$ cat src/rtl/lbs_pkg.sv
package lbs_pkg;

    localparam int STATE_W = 4;

    typedef enum logic [STATE_W-1:0] {
        ST_IDLE     = 4'd0,
        ST_REF_SS   = 4'd1,
        ST_BSW_WAIT = 4'd2,
        ST_BOOST_SS = 4'd3,
        ST_NEG_WAIT = 4'd4,
        ST_NEG_SS   = 4'd5,
        ST_DUAL_SS  = 4'd6,
        ST_POS_DLY  = 4'd7,
        ST_ISO_SS   = 4'd8,
        ST_RUN      = 4'd9,
        ST_OTP_HOLD = 4'd10,
        ST_LOCKOUT  = 4'd11
    } lbs_state_e;

    // Boost switch is active in these states.
    function automatic logic in_boost_phase(lbs_state_e s);
        return (s == ST_BOOST_SS) || (s == ST_NEG_WAIT) || (s == ST_NEG_SS) ||
               (s == ST_DUAL_SS)  || (s == ST_POS_DLY)  || (s == ST_ISO_SS) ||
               (s == ST_RUN);
    endfunction

    // Active sequencing states (over-temperature can interrupt these).
    function automatic logic in_seq_phase(lbs_state_e s);
        return (s == ST_REF_SS) || (s == ST_BSW_WAIT) || in_boost_phase(s);
    endfunction

    // States in which the gate qualifier is cleared.
    function automatic logic in_rest_state(lbs_state_e s);
        return (s == ST_IDLE) || (s == ST_LOCKOUT) || (s == ST_OTP_HOLD);
    endfunction

endpackage

$ cat src/rtl/lbs_prescaler.sv
module lbs_prescaler #(
    parameter int DIV = 2
) (
    input  logic clk,
    input  logic rst_n,
    input  logic clr,
    output logic tick_o
);
    localparam int PW = (DIV > 1) ? $clog2(DIV) : 1;
    localparam logic [PW-1:0] LAST = PW'(DIV - 1);

    logic [PW-1:0] pcnt_q;

    always_ff @(posedge clk or negedge rst_n) begin
        if (!rst_n) begin
            pcnt_q <= '0;
        end else if (clr) begin
            pcnt_q <= '0;
        end else if (pcnt_q == LAST) begin
            pcnt_q <= '0;
        end else begin
            pcnt_q <= pcnt_q + 1'b1;
        end
    end

    assign tick_o = (pcnt_q == LAST) && !clr;

endmodule

$ cat src/rtl/lbs_tick_timer.sv
module lbs_tick_timer #(
    parameter int CW = 8
) (
    input  logic          clk,
    input  logic          rst_n,
    input  logic          clr,
    input  logic          tick,
    input  logic [CW-1:0] limit,
    output logic          done_o
);
    logic [CW-1:0] cnt_q;

    always_ff @(posedge clk or negedge rst_n) begin
        if (!rst_n) begin
            cnt_q <= '0;
        end else if (clr) begin
            cnt_q <= '0;
        end else if (tick && (cnt_q < limit)) begin
            cnt_q <= cnt_q + 1'b1;
        end
    end

    assign done_o = (cnt_q >= limit);

endmodule

$ cat src/rtl/lbs_ps_qualifier.sv
module lbs_ps_qualifier #(
    parameter int DIV = 2,
    parameter int WIN = 8
) (
    input  logic clk,
    input  logic rst_n,
    input  logic clr,
    input  logic boost_on,
    input  logic in_window,
    output logic ps_low_o
);
    localparam int QW = $clog2(WIN + 1);
    localparam logic [QW-1:0] LAST = QW'(WIN - 1);

    logic          qual;
    logic          held_q;
    logic [QW-1:0] qcnt_q;
    logic          qtick;

    assign qual = boost_on && in_window && !held_q && !clr;

    lbs_prescaler #(.DIV(DIV)) u_qdiv (
        .clk    (clk),
        .rst_n  (rst_n),
        .clr    (!qual),
        .tick_o (qtick)
    );

    always_ff @(posedge clk or negedge rst_n) begin
        if (!rst_n) begin
            held_q <= 1'b0;
            qcnt_q <= '0;
        end else if (clr) begin
            held_q <= 1'b0;
            qcnt_q <= '0;
        end else if (!held_q) begin
            if (!qual) begin
                qcnt_q <= '0;
            end else if (qtick) begin
                if (qcnt_q == LAST) begin
                    held_q <= 1'b1;
                end else begin
                    qcnt_q <= qcnt_q + 1'b1;
                end
            end
        end
    end

    assign ps_low_o = held_q;

endmodule

$ cat src/rtl/lcd_bias_sequencer.sv
module lcd_bias_sequencer
    import lbs_pkg::*;
#(
    parameter int PRESCALE = 50,
    parameter int T_SS     = 20,
    parameter int T_DLY    = 150
) (
    input  logic               clk,
    input  logic               rst_n,
    input  logic               en_i,
    input  logic               uvlo_i,
    input  logic               ref_ok_i,
    input  logic               boost_reg_i,
    input  logic               bsw_low_i,
    input  logic               cdly_hi_i,
    input  logic               ilim_i,
    input  logic               otp_i,
    output logic               ref_en_o,
    output logic               bsw_pd_o,
    output logic               boost_en_o,
    output logic               boost_ss_o,
    output logic               neg_en_o,
    output logic               neg_ss_o,
    output logic               pos_en_o,
    output logic               pos_ss_o,
    output logic               iso_en_o,
    output logic               iso_ss_o,
    output logic               ps_low_o,
    output logic               fault_o,
    output logic [STATE_W-1:0] state_o
);
    localparam int TCW = $clog2(T_DLY + 1);
    localparam logic [TCW-1:0] SS_LIM  = TCW'(T_SS);
    localparam logic [TCW-1:0] GAP_LIM = TCW'(T_DLY - T_SS);

    lbs_state_e state_q, state_d;

    logic run_ok;
    logic tmr_clr;
    logic tmr_tick;
    logic tmr_done;
    logic [TCW-1:0] tmr_lim;

    assign run_ok = en_i && !uvlo_i;

    // ---------------- state register ----------------
    always_ff @(posedge clk or negedge rst_n) begin
        if (!rst_n) begin
            state_q <= ST_IDLE;
        end else begin
            state_q <= state_d;
        end
    end

    // ---------------- next state ----------------
    always_comb begin
        state_d = state_q;
        if ((state_q != ST_IDLE) && !run_ok) begin
            state_d = ST_IDLE;
        end else if (ilim_i && in_boost_phase(state_q)) begin
            state_d = ST_LOCKOUT;
        end else if (otp_i && in_seq_phase(state_q)) begin
            state_d = ST_OTP_HOLD;
        end else begin
            unique case (state_q)
                ST_IDLE: begin
                    if (run_ok) state_d = ST_REF_SS;
                end
                ST_REF_SS: begin
                    if (ref_ok_i) state_d = ST_BSW_WAIT;
                end
                ST_BSW_WAIT: begin
                    if (bsw_low_i) begin
                        state_d = cdly_hi_i ? ST_DUAL_SS : ST_BOOST_SS;
                    end
                end
                ST_BOOST_SS: begin
                    if (tmr_done) state_d = ST_NEG_WAIT;
                end
                ST_NEG_WAIT: begin
                    if (boost_reg_i && cdly_hi_i) state_d = ST_NEG_SS;
                end
                ST_NEG_SS, ST_DUAL_SS: begin
                    if (tmr_done) state_d = ST_POS_DLY;
                end
                ST_POS_DLY: begin
                    if (tmr_done) state_d = ST_ISO_SS;
                end
                ST_ISO_SS: begin
                    if (tmr_done) state_d = ST_RUN;
                end
                ST_RUN: begin
                    state_d = ST_RUN;
                end
                ST_OTP_HOLD: begin
                    if (!otp_i) state_d = ST_REF_SS;
                end
                ST_LOCKOUT: begin
                    state_d = ST_LOCKOUT;
                end
                default: begin
                    state_d = ST_IDLE;
                end
            endcase
        end
    end

    // ---------------- state timer ----------------
    assign tmr_clr = (state_d != state_q);

    always_comb begin
        unique case (state_q)
            ST_BOOST_SS, ST_NEG_SS, ST_DUAL_SS, ST_ISO_SS: tmr_lim = SS_LIM;
            ST_POS_DLY:                                    tmr_lim = GAP_LIM;
            default:                                       tmr_lim = '0;
        endcase
    end

    lbs_prescaler #(.DIV(PRESCALE)) u_tdiv (
        .clk    (clk),
        .rst_n  (rst_n),
        .clr    (tmr_clr),
        .tick_o (tmr_tick)
    );

    lbs_tick_timer #(.CW(TCW)) u_timer (
        .clk    (clk),
        .rst_n  (rst_n),
        .clr    (tmr_clr),
        .tick   (tmr_tick),
        .limit  (tmr_lim),
        .done_o (tmr_done)
    );

    // ---------------- outputs ----------------
    always_comb begin
        ref_en_o   = 1'b0;
        bsw_pd_o   = 1'b0;
        boost_en_o = 1'b0;
        boost_ss_o = 1'b0;
        neg_en_o   = 1'b0;
        neg_ss_o   = 1'b0;
        pos_en_o   = 1'b0;
        pos_ss_o   = 1'b0;
        iso_en_o   = 1'b0;
        iso_ss_o   = 1'b0;
        fault_o    = 1'b0;
        unique case (state_q)
            ST_IDLE: begin
            end
            ST_REF_SS: begin
                ref_en_o = 1'b1;
            end
            ST_BSW_WAIT: begin
                ref_en_o = 1'b1;
                bsw_pd_o = 1'b1;
            end
            ST_BOOST_SS: begin
                ref_en_o   = 1'b1;
                bsw_pd_o   = 1'b1;
                boost_en_o = 1'b1;
                boost_ss_o = 1'b1;
            end
            ST_NEG_WAIT: begin
                ref_en_o   = 1'b1;
                bsw_pd_o   = 1'b1;
                boost_en_o = 1'b1;
            end
            ST_NEG_SS: begin
                ref_en_o   = 1'b1;
                bsw_pd_o   = 1'b1;
                boost_en_o = 1'b1;
                neg_en_o   = 1'b1;
                neg_ss_o   = 1'b1;
            end
            ST_DUAL_SS: begin
                ref_en_o   = 1'b1;
                bsw_pd_o   = 1'b1;
                boost_en_o = 1'b1;
                boost_ss_o = 1'b1;
                neg_en_o   = 1'b1;
                neg_ss_o   = 1'b1;
            end
            ST_POS_DLY: begin
                ref_en_o   = 1'b1;
                bsw_pd_o   = 1'b1;
                boost_en_o = 1'b1;
                neg_en_o   = 1'b1;
            end
            ST_ISO_SS: begin
                ref_en_o   = 1'b1;
                bsw_pd_o   = 1'b1;
                boost_en_o = 1'b1;
                neg_en_o   = 1'b1;
                pos_en_o   = 1'b1;
                pos_ss_o   = 1'b1;
                iso_en_o   = 1'b1;
                iso_ss_o   = 1'b1;
            end
            ST_RUN: begin
                ref_en_o   = 1'b1;
                bsw_pd_o   = 1'b1;
                boost_en_o = 1'b1;
                neg_en_o   = 1'b1;
                pos_en_o   = 1'b1;
                iso_en_o   = 1'b1;
            end
            ST_OTP_HOLD: begin
                ref_en_o = 1'b1;
                fault_o  = 1'b1;
            end
            ST_LOCKOUT: begin
                fault_o = 1'b1;
            end
            default: begin
            end
        endcase
    end

    // ---------------- isolation gate qualifier ----------------
    lbs_ps_qualifier #(.DIV(PRESCALE), .WIN(T_DLY)) u_psq (
        .clk       (clk),
        .rst_n     (rst_n),
        .clr       (in_rest_state(state_q)),
        .boost_on  (boost_en_o),
        .in_window (boost_reg_i),
        .ps_low_o  (ps_low_o)
    );

    assign state_o = state_q;

endmodule

$ cat config.mk
export PLATFORM = sky130hd
export DESIGN_NAME = lcd_bias_sequencer
export DESIGN_NICKNAME = d
export VERILOG_FILES = /design/src/rtl/lbs_pkg.sv /design/src/rtl/lbs_prescaler.sv /design/src/rtl/lbs_tick_timer.sv /design/src/rtl/lbs_ps_qualifier.sv /design/src/rtl/lcd_bias_sequencer.sv
export SDC_FILE = /design/constraint.sdc
export NUM_CORES = 1
export LEC_CHECK = 0
export BUFFER_PORTS_ARGS = -buffer_cell sky130_fd_sc_hd__buf_2
export CAP_MARGIN = 15
export CORE_MARGIN = 3
export CORE_UTILIZATION = 38
export CTS_CLUSTER_DIAMETER = 100
export CTS_CLUSTER_SIZE = 14
export DETAILED_ROUTE_END_ITERATION = 10
export PLACE_DENSITY = 0.6
export SETUP_SLACK_MARGIN = 0.2
export SLEW_MARGIN = 20
export SYNTH_ARGS = -nofsm -noshare
export SYNTH_HDL_FRONTEND = slang
export SYNTH_SLANG_ARGS = --single-unit
$ cat constraint.sdc
create_clock -name clk -period 3.3 [get_ports clk]
set_clock_uncertainty 0.05 [all_clocks]
set_input_delay 0.495 -clock clk [delete_from_list [all_inputs] [get_ports clk]]
set_output_delay 0.495 -clock clk [all_outputs]
set_load 0.05 [all_outputs]
==> impl_metrics.json, run 1 <==
{
  "slew_headroom_pct": 49.7,
  "dpl.cell_count": 414,
  "ys_ff_latch": 33,
  "yosys.area.top_type": "dfrtp_1",
  "syn-num-nets": 325,
  "grt.overflow.total": 0,
  "cts_hold_buffers": 0,
  "crit_start": "state_o[2]$_DFF_PN0_",
  "startpoint_type": "flip-flop",
  "post_synth.cell_area_avg_um2": 8.77,
  "crit_fanout": 14,
  "p_per_area_nw_per_um2": 799,
  "final.min_clock_period_ps": 2760,
  "cts_buffer_depth": 2,
  "r2r_start": "state_o[2]$_DFF_PN0_",
  "grt_max_degree": 34,
  "worstSkewPairLatency_ps": 290,
  "synth_warnings": 0,
  "cpLargestDelayFamily": "compound AO/OA/AOI/OAI gates",
  "syn_to_final_growth_pct": 11.8,
  "remaining_drc_errors": 0,
  "finalSetupTns_ps": 0,
  "pre_cts_ws_ps": 581,
  "hold_viol": 0,
  "setup_slack_ps": 537,
  "path_buf_inv": 1,
  "peakVddDrop_mv": 0.309,
  "synthArstFlopShare_pct": 100,
  "drt-total-wl_um": 5950,
  "power_mw": 2.38,
  "gp_congestion": 0.884,
  "vias": 2297,
  "clk_pin_slew_worst_paths_ps": 80,
  "dp_hpwl_um": 4300,
  "pin_count": 26,
  "seq_area_frac_synth_pct": 31.0,
  "ff2ff_setup_slack_ps": 540,
  "drv_cap": 0,
  "rows": 29,
  "clock-root-buffer": "clkbuf_8",
  "die_w_um": 89.8,
  "grt_pass1_vias": 2216,
  "synth.area.top_cells": "dfrtp_1 (31%), ha_1 (5.2%), nor2_1 (4.5%)",
  "crit_path_top_delay_cell": "dfrtp_2",
  "post-cts-setup-buffers": 0,
  "firstDrtPassIters": 4,
  "path_class": "reg -> reg",
  "synth_cell_type_count": 65,
  "end_kind": "flip-flop",
  "multi_input_area_um2": 1730,
  "postRouteAntennaNets": 0,
  "cts.sinks": 33,
  "final_util_pct": 45.4,
  "cp_cell_sequence": "xnor2_1 > mux2i_1 > a21oi_2 > ha_1 > nand2b_1 > a31o_2 > nand2_4 > o31a_1 > a211oi_4 > buf_4 > nor3_1",
  "timing.fmax_ghz": 0.362,
  "synth_edf_count": 0,
  "portBuffers": 25,
  "fin_hold_ws_ps": 219,
  "diodes": 0,
  "grt_use_total_pct": 15.0,
  "cts_buffers": 5,
  "worstPathRequired_ps": 3410,
  "start_util_pct": 40.6,
  "final_nets": 349,
  "min_path_type": "in -> async",
  "synth_cells": 304,
  "fill_cells": 639,
  "synthFlopType": "dfrtp_1",
  "ctsHtreeMaxLevel": 2,
  "slew_violations": 0,
  "seq_area_um2": 830,
  "setup-violations-final": 0,
  "die_area_um2": 8060,
  "die_h_um": 89.8,
  "placement.cell_area_um2": 2900,
  "worst_pin_slew_ps": 754,
  "wire_per_inst_um": 14.1,
  "antenna_found_initial": 0,
  "cp.arrival_ps": 2870,
  "syn_area_um2": 2670,
  "cpPeakStageDelay_ps": 460,
  "fin_cells": 422,
  "vias_per_cell": 5.44,
  "status": "finished clean",
  "initialDrtViolationCount": 114,
  "finalCritPeriodShare_pct": 83.7,
  "stdcell_area_um2": 2980,
  "leakage_nw": 1.28,
  "rsz0062_at_grt": "false",
  "cts_resized": 0,
  "grt_pass1_wl_um": 10200,
  "tritoncts": "yes",
  "coreArea_um2": 6570,
  "layout-drive-gt1-share_pct": 22.8,
  "yosysTopAreaCellShare_pct": 31.0
}
## worst register-to-register path: stages (launching register included)
cell and delay (ps):
dfrtp_2 460, xnor2_1 200, mux2i_1 120, a21oi_2 180, ha_1 260, nand2b_1 100
a31o_2 240, nand2_4 100, o31a_1 340, a211oi_4 240, buf_4 270, nor3_1 70
## kinds of logic (layout without fill, tap and decap cells)
family / after synthesis / count (layout) / synth area share (%)
compound gates: 65 / 65 / 17.5
flops: 33 / 33 / 31.0
simple gates: 146 / 146 / 32.6
xor+xnor: 19 / 19 / 6.24
mux: 6 / 6 / 2.35
fa+ha+maj: 11 / 11 / 5.16
buf+inv: 24 / 49 / 5.16
## state kept, by name, indices dropped and copies added (netlist names)
name                 cells
u_psq.ps_low_o           1
u_psq.u_qdiv.pcnt_q      6
state_o                  4
u_tdiv.pcnt_q            6
u_timer.cnt_q            8
u_psq.qcnt_q             8
## synth_stat cells, drive strengths merged, types with 8 or more instances
cell type and instances:
buf 15, and2 8, a21oi 16, nor2 33, dfrtp 33, o21ai 10, xor2 11, nand2 22
nor3 20, ha 11, nand2b 8, xnor2 8, nand3 17
## cells in the final DEF (no fill, tap or decap), drive strengths merged, types with 4 or more instances in the layout
cell type / n
a21o: 7
a21oi: 16
a31oi: 4
and2: 8
buf: 34
clkbuf: 5
dfrtp: 33
ha: 11
inv: 6
mux2i: 4
nand2: 22
nand2b: 8
nand3: 17
nand4: 6
nor2: 33
nor2b: 7
nor3: 20
nor4: 4
nor4b: 4
o21ai: 10
xnor2: 8
xor2: 11
## layout make-up
class                           count  share of cell area [%]
Multi-Input combinational cell    247                    58.0
Sequential cell                    33                    27.8
Timing Repair Buffer               34                    6.46
Tap cell                           93                    3.90
Clock buffer                        5                    2.31
Inverter                            7                   0.881
Clock inverter                      3                   0.587
## final timing paths
check	to	cells after the start
min in group clk	u_psq.u_qdiv.pcnt_q[0]$_DFF_PN0_	1
worst max register to register	u_timer.cnt_q[0]$_DFFE_PN0P_	11
worst max-delay path	u_timer.cnt_q[0]$_DFFE_PN0P_	11
worst min-delay path	u_psq.qcnt_q[1]$_DFFE_PN0P_	1
max in group asynchronous	state_o[3]$_DFF_PN0_	1
worst min register to register	u_psq.u_qdiv.pcnt_q[0]$_DFF_PN0_	1
## power breakdown
part | internal, mW | switching (mW)
logic | 0.506 | 1.06
registers | 0.447 | 0.0684
clock network | 0.146 | 0.158
total | 1.10 | 1.28
## per-layer routing
layer  global-route usage (%)  wire [um]
met3                     3.01        239
met1                     21.4       3000
met2                     22.7       2650
met5                        0          0
met4                     4.60         59
No activity file was read; power rests on OpenSTA's default activity.
==> inputs of run 2 (changes only) <==
clock period = 2.8 ns   (was 3.3 ns; I/O delays follow)
==> run 2 against run 1 <==
Against the previous run:
- die area unchanged
- global-route usage increased by 1.6 points
- final area increased by 8.4%
- clock power increased by 20%
- wire length increased by 7.8%
- first-iteration DRC count decreased by 7.9%
- utilization increased by 3.8 points
- hold slack got worse by 88 ps
- largest cell class unchanged
- highest routed layer unchanged
==> impl_metrics.json, run 2 (same netlist as run 1, synthesis figures left out) <==
{
  "cts_buffers": 5,
  "clkPwrFrac_pct": 10.8,
  "fill_cells": 650,
  "rows": 29,
  "path_class": "reg -> reg",
  "startpoint_type": "flip-flop",
  "final_common_cell": "nor2_1",
  "vias": 2387,
  "dp_hpwl_um": 4550,
  "min_path_type": "in -> async",
  "seqPwrFrac_pct": 18.2,
  "ff2ff_setup_slack_ps": 180,
  "grt_use_total_pct": 16.5,
  "timing.fmax_ghz": 0.381,
  "end_kind": "flip-flop",
  "grt_pass1_wl_um": 11100,
  "fin_hold_ws_ps": 132,
  "diodes": 0,
  "worst_pin_slew_ps": 751,
  "die_h_um": 89.8,
  "ctsHtreeMaxLevel": 2,
  "clock-root-buffer": "clkbuf_8",
  "peakVddDrop_mv": 0.482,
  "worstPathRequired_ps": 2960,
  "drv_cap": 0,
  "gp_congestion": 0.875,
  "r2r_start": "state_o[0]$_DFF_PN0_",
  "status": "finished clean",
  "leakage_nw": 1.39,
  "wire_per_inst_um": 14.7,
  "final_nets": 362,
  "hold_viol": 0,
  "start_util_pct": 40.6,
  "comb_power_share_pct": 70.9,
  "postRouteAntennaNets": 0,
  "grt_max_degree": 34,
  "reg2reg_depth": 11,
  "initialDrtViolationCount": 105,
  "coreArea_um2": 6570,
  "layout-drive-gt1-share_pct": 28.1,
  "p_per_area_nw_per_um2": 1030,
  "switching_share_pct": 49.9,
  "firstDrtPassIters": 4,
  "pin_count": 26,
  "tritoncts": "yes",
  "drt-total-wl_um": 6410,
  "top_regs": "u_psq.qcnt_q: 8 flops, u_timer.cnt_q: 8 flops",
  "grt_pass1_vias": 2289,
  "pre_cts_ws_ps": 106,
  "cts.sinks": 33,
  "setup_slack_ps": 178,
  "cts_buffer_depth": 2,
  "remaining_drc_errors": 0,
  "cp.arrival_ps": 2780,
  "portBuffers": 25,
  "rsz0062_at_grt": "true",
  "syn_to_final_growth_pct": 21.2,
  "slew_violations": 0,
  "crit_fanout": 7,
  "antenna_found_initial": 0,
  "vias_per_cell": 5.49,
  "slew_headroom_pct": 49.9,
  "finalCritPeriodShare_pct": 93.6,
  "grt.overflow.total": 0,
  "final.min_clock_period_ps": 2620,
  "setup-violations-final": 0,
  "worstSkewPairLatency_ps": 290,
  "r2r-end": "u_tdiv.pcnt_q[1]$_DFF_PN0_",
  "switching_power_mw": 1.67,
  "final_cell_mix": "nor2_1 (32), dfrtp_1 (29), buf_2 (25)",
  "clk_pin_slew_worst_paths_ps": 80,
  "die_area_um2": 8060,
  "finalSetupTns_ps": 0,
  "internal-power_mw": 1.68,
  "die_w_um": 89.8
}
[run 2: cell types whose count changed in the layout (fill, tap and decap cells not counted), sizes merged]
cell    delta
buf       +12
bufbuf     +1
[run 2: cell type report]
class / count / area, um^2 / area share [%]
Clock inverter: 3 / 17.5 / 0.542
Timing Repair Buffer: 47 / 372 / 11.5
Sequential cell: 33 / 831 / 25.7
Clock buffer: 5 / 68.8 / 2.13
Tap cell: 93 / 116 / 3.60
Inverter: 7 / 26.3 / 0.813
Multi-Input combinational cell: 247 / 1800 / 55.7
[run 2: power groups by stage]
stage | combinational [mW] | clock (mW) | sequential (mW)
global placement | 1.97 | 0 | 0.614
detailed placement | 1.99 | 0 | 0.618
finish | 2.37 | 0.363 | 0.609
CTS | 2.30 | 0.376 | 0.612
global route | 2.54 | 0.398 | 0.622
floorplan | 1.52 | 0 | 0.655
[run 2: critical path, cell delays in order (launching register included)]
cell and delay [ps]:
dfrtp_2 460, xnor2_2 150, mux2i_1 160, a21oi_2 80
ha_1 270, nand4bb_1 150, a31o_4 280, o2111a_1 140
o211ai_2 180, nand4_4 150, bufbuf_16 310, nor3_2 140
[run 2: worst max path at each step]
| stage | startpoint | to | slack (ps) | depth (start not counted) |
|---|---|---|---|---|
| finish | state_o[0]$_DFF_PN0_ | u_tdiv.pcnt_q[1]$_DFF_PN0_ | 180 | 11 |
| global placement | state_o[3]$_DFF_PN0_ | u_timer.cnt_q[1]$_DFFE_PN0P_ | 200 | 11 |
| CTS | state_o[0]$_DFF_PN0_ | u_tdiv.pcnt_q[1]$_DFF_PN0_ | 180 | 11 |
| global route | state_o[0]$_DFF_PN0_ | u_tdiv.pcnt_q[5]$_DFF_PN0_ | 50 | 11 |
| floorplan | state_o[2]$_DFF_PN0_ | u_timer.cnt_q[4]$_DFFE_PN0P_ | -650 | 14 |
| detailed placement | state_o[0]$_DFF_PN0_ | u_timer.cnt_q[7]$_DFFE_PN0P_ | 110 | 11 |
[run 2: per-stage QoR]
step | utilization [%] | instances | power (mW) | cell area [um^2]
final | 49.2 | 435 | 3.34 | 3230
after CTS | 48.3 | 432 | 3.29 | 3170
after floorplan | - | 304 | 2.17 | 2740
after global routing | 49.2 | 435 | 3.56 | 3230
after detailed placement | 45.1 | 418 | 2.60 | 2960
after global placement | 45.1 | 418 | 2.59 | 2960
[run 2: metal layers]
| layer | global-route usage, % | wire length, um | share of wire (%) |
|---|---|---|---|
| met4 | 6.51 | 104 | 1.6 |
| met3 | 2.75 | 271 | 4.2 |
| met1 | 22.9 | 3080 | 48 |
| met2 | 25.8 | 2960 | 46 |
| met5 | 0 | 0 | 0 |
[run 2: timing repair]
action,CTS,global route
setup endpoints to repair,14,14
hold buffers,0,0
gates cloned,2,0
gates resized for setup,8,6
buffers inserted,4,3
pin swaps,6,2
==> inputs of run 3 (changes only) <==
clock period = 3.35 ns   (was 2.8 ns; I/O delays follow)
==> run 3 against run 2 <==
Against the previous run:
- die area did not move
- first-iteration DRC count shrank 27%
- global-route usage fell by 1.1 points
- critical path depth did not move
- fmax shrank 8.7%
- utilization down 4.0 points
- wire length shrank 5.0%
- sequential power down 15%
- final area fell by 8.1%
- setup slack better by 300 ps
- critical path type unchanged
- critical endpoint is now u_timer.cnt_q[7]$_DFFE_PN0P_
==> impl_metrics.json, run 3 (same netlist as run 1, synthesis figures left out) <==
{
  "final_cell_mix": "nor2_1 (32), dfrtp_1 (30), buf_2 (25)",
  "min_path_type": "in -> async",
  "cts_resized": 0,
  "final_common_cell": "nor2_1",
  "ff2ff_setup_slack_ps": 480,
  "crit_start": "state_o[0]$_DFF_PN0_",
  "rsz0062_at_grt": "false",
  "cts_hold_buffers": 0,
  "slew_violations": 0,
  "pre_cts_ws_ps": 489,
  "peakVddDrop_mv": 0.265,
  "vias_per_cell": 5.52,
  "timing.fmax_ghz": 0.348,
  "status": "finished clean",
  "p_per_area_nw_per_um2": 786,
  "final_util_pct": 45.2,
  "path_class": "reg -> reg",
  "top_regs": "u_psq.qcnt_q: 8 flops, u_timer.cnt_q: 8 flops",
  "initialDrtViolationCount": 77,
  "firstDrtPassIters": 4,
  "coreArea_um2": 6570,
  "finalCritPeriodShare_pct": 85.7,
  "layout-drive-gt1-share_pct": 21.6,
  "cp.arrival_ps": 3010,
  "grt_use_total_pct": 15.4,
  "setup_slack_ps": 479,
  "r2r-end": "u_timer.cnt_q[7]$_DFFE_PN0P_",
  "gp_congestion": 0.876,
  "grt_pass1_wl_um": 10400,
  "clk_pin_slew_worst_paths_ps": 70,
  "worstSkewPairLatency_ps": 280,
  "worst_pin_slew_ps": 739,
  "slew_headroom_pct": 50.7,
  "cts_buffers": 5,
  "die_h_um": 89.8,
  "drv_cap": 0,
  "hold_viol": 0,
  "postRouteAntennaNets": 0,
  "crit_end": "u_timer.cnt_q[7]$_DFFE_PN0P_",
  "worstPathRequired_ps": 3490,
  "rows": 29,
  "start_util_pct": 40.6,
  "clock-root-buffer": "clkbuf_8",
  "post-cts-setup-buffers": 0,
  "die_w_um": 89.8,
  "r2r_start": "state_o[0]$_DFF_PN0_",
  "grt_max_degree": 34,
  "diodes": 0,
  "final_nets": 348,
  "reg2reg_depth": 11,
  "grt.overflow.total": 0,
  "syn_to_final_growth_pct": 11.3,
  "leakage_nw": 1.27,
  "wire_per_inst_um": 14.5,
  "ctsHtreeMaxLevel": 2,
  "fin_hold_ws_ps": 232,
  "setup-violations-final": 0,
  "cts_buffer_depth": 2,
  "power_mw": 2.33,
  "vias": 2322,
  "antenna_found_initial": 0,
  "die_area_um2": 8060,
  "startpoint_type": "flip-flop",
  "portBuffers": 25,
  "grt_pass1_vias": 2166,
  "pin_count": 26,
  "drt-total-wl_um": 6090,
  "tritoncts": "yes",
  "dp_hpwl_um": 4390,
  "final.min_clock_period_ps": 2870,
  "remaining_drc_errors": 0,
  "crit_fanout": 14,
  "cts.sinks": 33,
  "end_kind": "flip-flop"
}
==> run 3: cell types whose count changed in the layout (fill, tap and decap cells not counted), moves of 2 or more <==
cell	previous run	this run
a21oi_2	3	1
buf_6	3	0
buf_12	2	0
a21oi_1	13	15
clkbuf_1	0	3
buf_4	15	8
clkinv_2	2	0
==> run 3: power breakdown <==
| group | total [mW] | leakage [nW] | internal [mW] | switching (mW) |
|---|---|---|---|---|
| sequential | 0.519 | 0.452 | 0.441 | 0.0783 |
| combinational | 1.53 | 0.778 | 0.492 | 1.04 |
| clock | 0.284 | 0.0395 | 0.147 | 0.136 |
==> run 3: through the flow <==
| step | cells | instance area [um^2] | TNS (ps) |
|---|---|---|---|
| after floorplan | 304 | 2720 | -1180 |
| after global placement | 413 | 2890 | 0 |
| after detailed placement | 413 | 2890 | 0 |
| after CTS | 421 | 2970 | 0 |
| after global routing | 421 | 2970 | 0 |
| final | 421 | 2970 | 0 |
==> run 3: final cells by class <==
| cell class | count | area (um^2) |
|---|---|---|
| Fill cell | 643 | 3600 |
| Multi-Input combinational cell | 247 | 1730 |
| Sequential cell | 33 | 830 |
| Timing Repair Buffer | 33 | 185 |
| Tap cell | 93 | 116 |
| Clock buffer | 8 | 80.1 |
| Inverter | 7 | 26.3 |
==> run 3: critical path, cell delays in order, from the launching register on <==
cell,delay [ps]
dfrtp_1,500
xnor2_1,260
mux2i_1,120
a21oi_2,180
ha_1,260
nand2b_1,90
a31o_2,260
a21oi_1,110
o31ai_1,310
nand4_2,150
buf_4,230
nor4b_2,250
==> run 3: worst min-delay path by stage <==
| stage | depth (start not counted) | to | startpoint | slack, ps |
|---|---|---|---|---|
| 5_1_grt | 1 | u_psq.qcnt_q[1]$_DFFE_PN0P_ | rst_n | 290 |
| 2_1_floorplan | 0 | state_o[0]$_DFF_PN0_ | rst_n | 160 |
| 4_1_cts | 1 | u_psq.qcnt_q[3]$_DFFE_PN0P_ | rst_n | 250 |
| 3_3_place_gp | 1 | u_psq.u_qdiv.pcnt_q[0]$_DFF_PN0_ | u_psq.u_qdiv.pcnt_q[0]$_DFF_PN0_ | 430 |
| 3_5_place_dp | 1 | u_psq.u_qdiv.pcnt_q[0]$_DFF_PN0_ | u_psq.u_qdiv.pcnt_q[0]$_DFF_PN0_ | 440 |
| 6_report | 1 | u_psq.qcnt_q[1]$_DFFE_PN0P_ | rst_n | 230 |
==> run 3: metal layers <==
layer | track usage, % | routed length [um]
met1 | 20.3 | 2840
met3 | 3.01 | 250
met4 | 4.85 | 46
met2 | 25.6 | 2950
met5 | 0 | 0
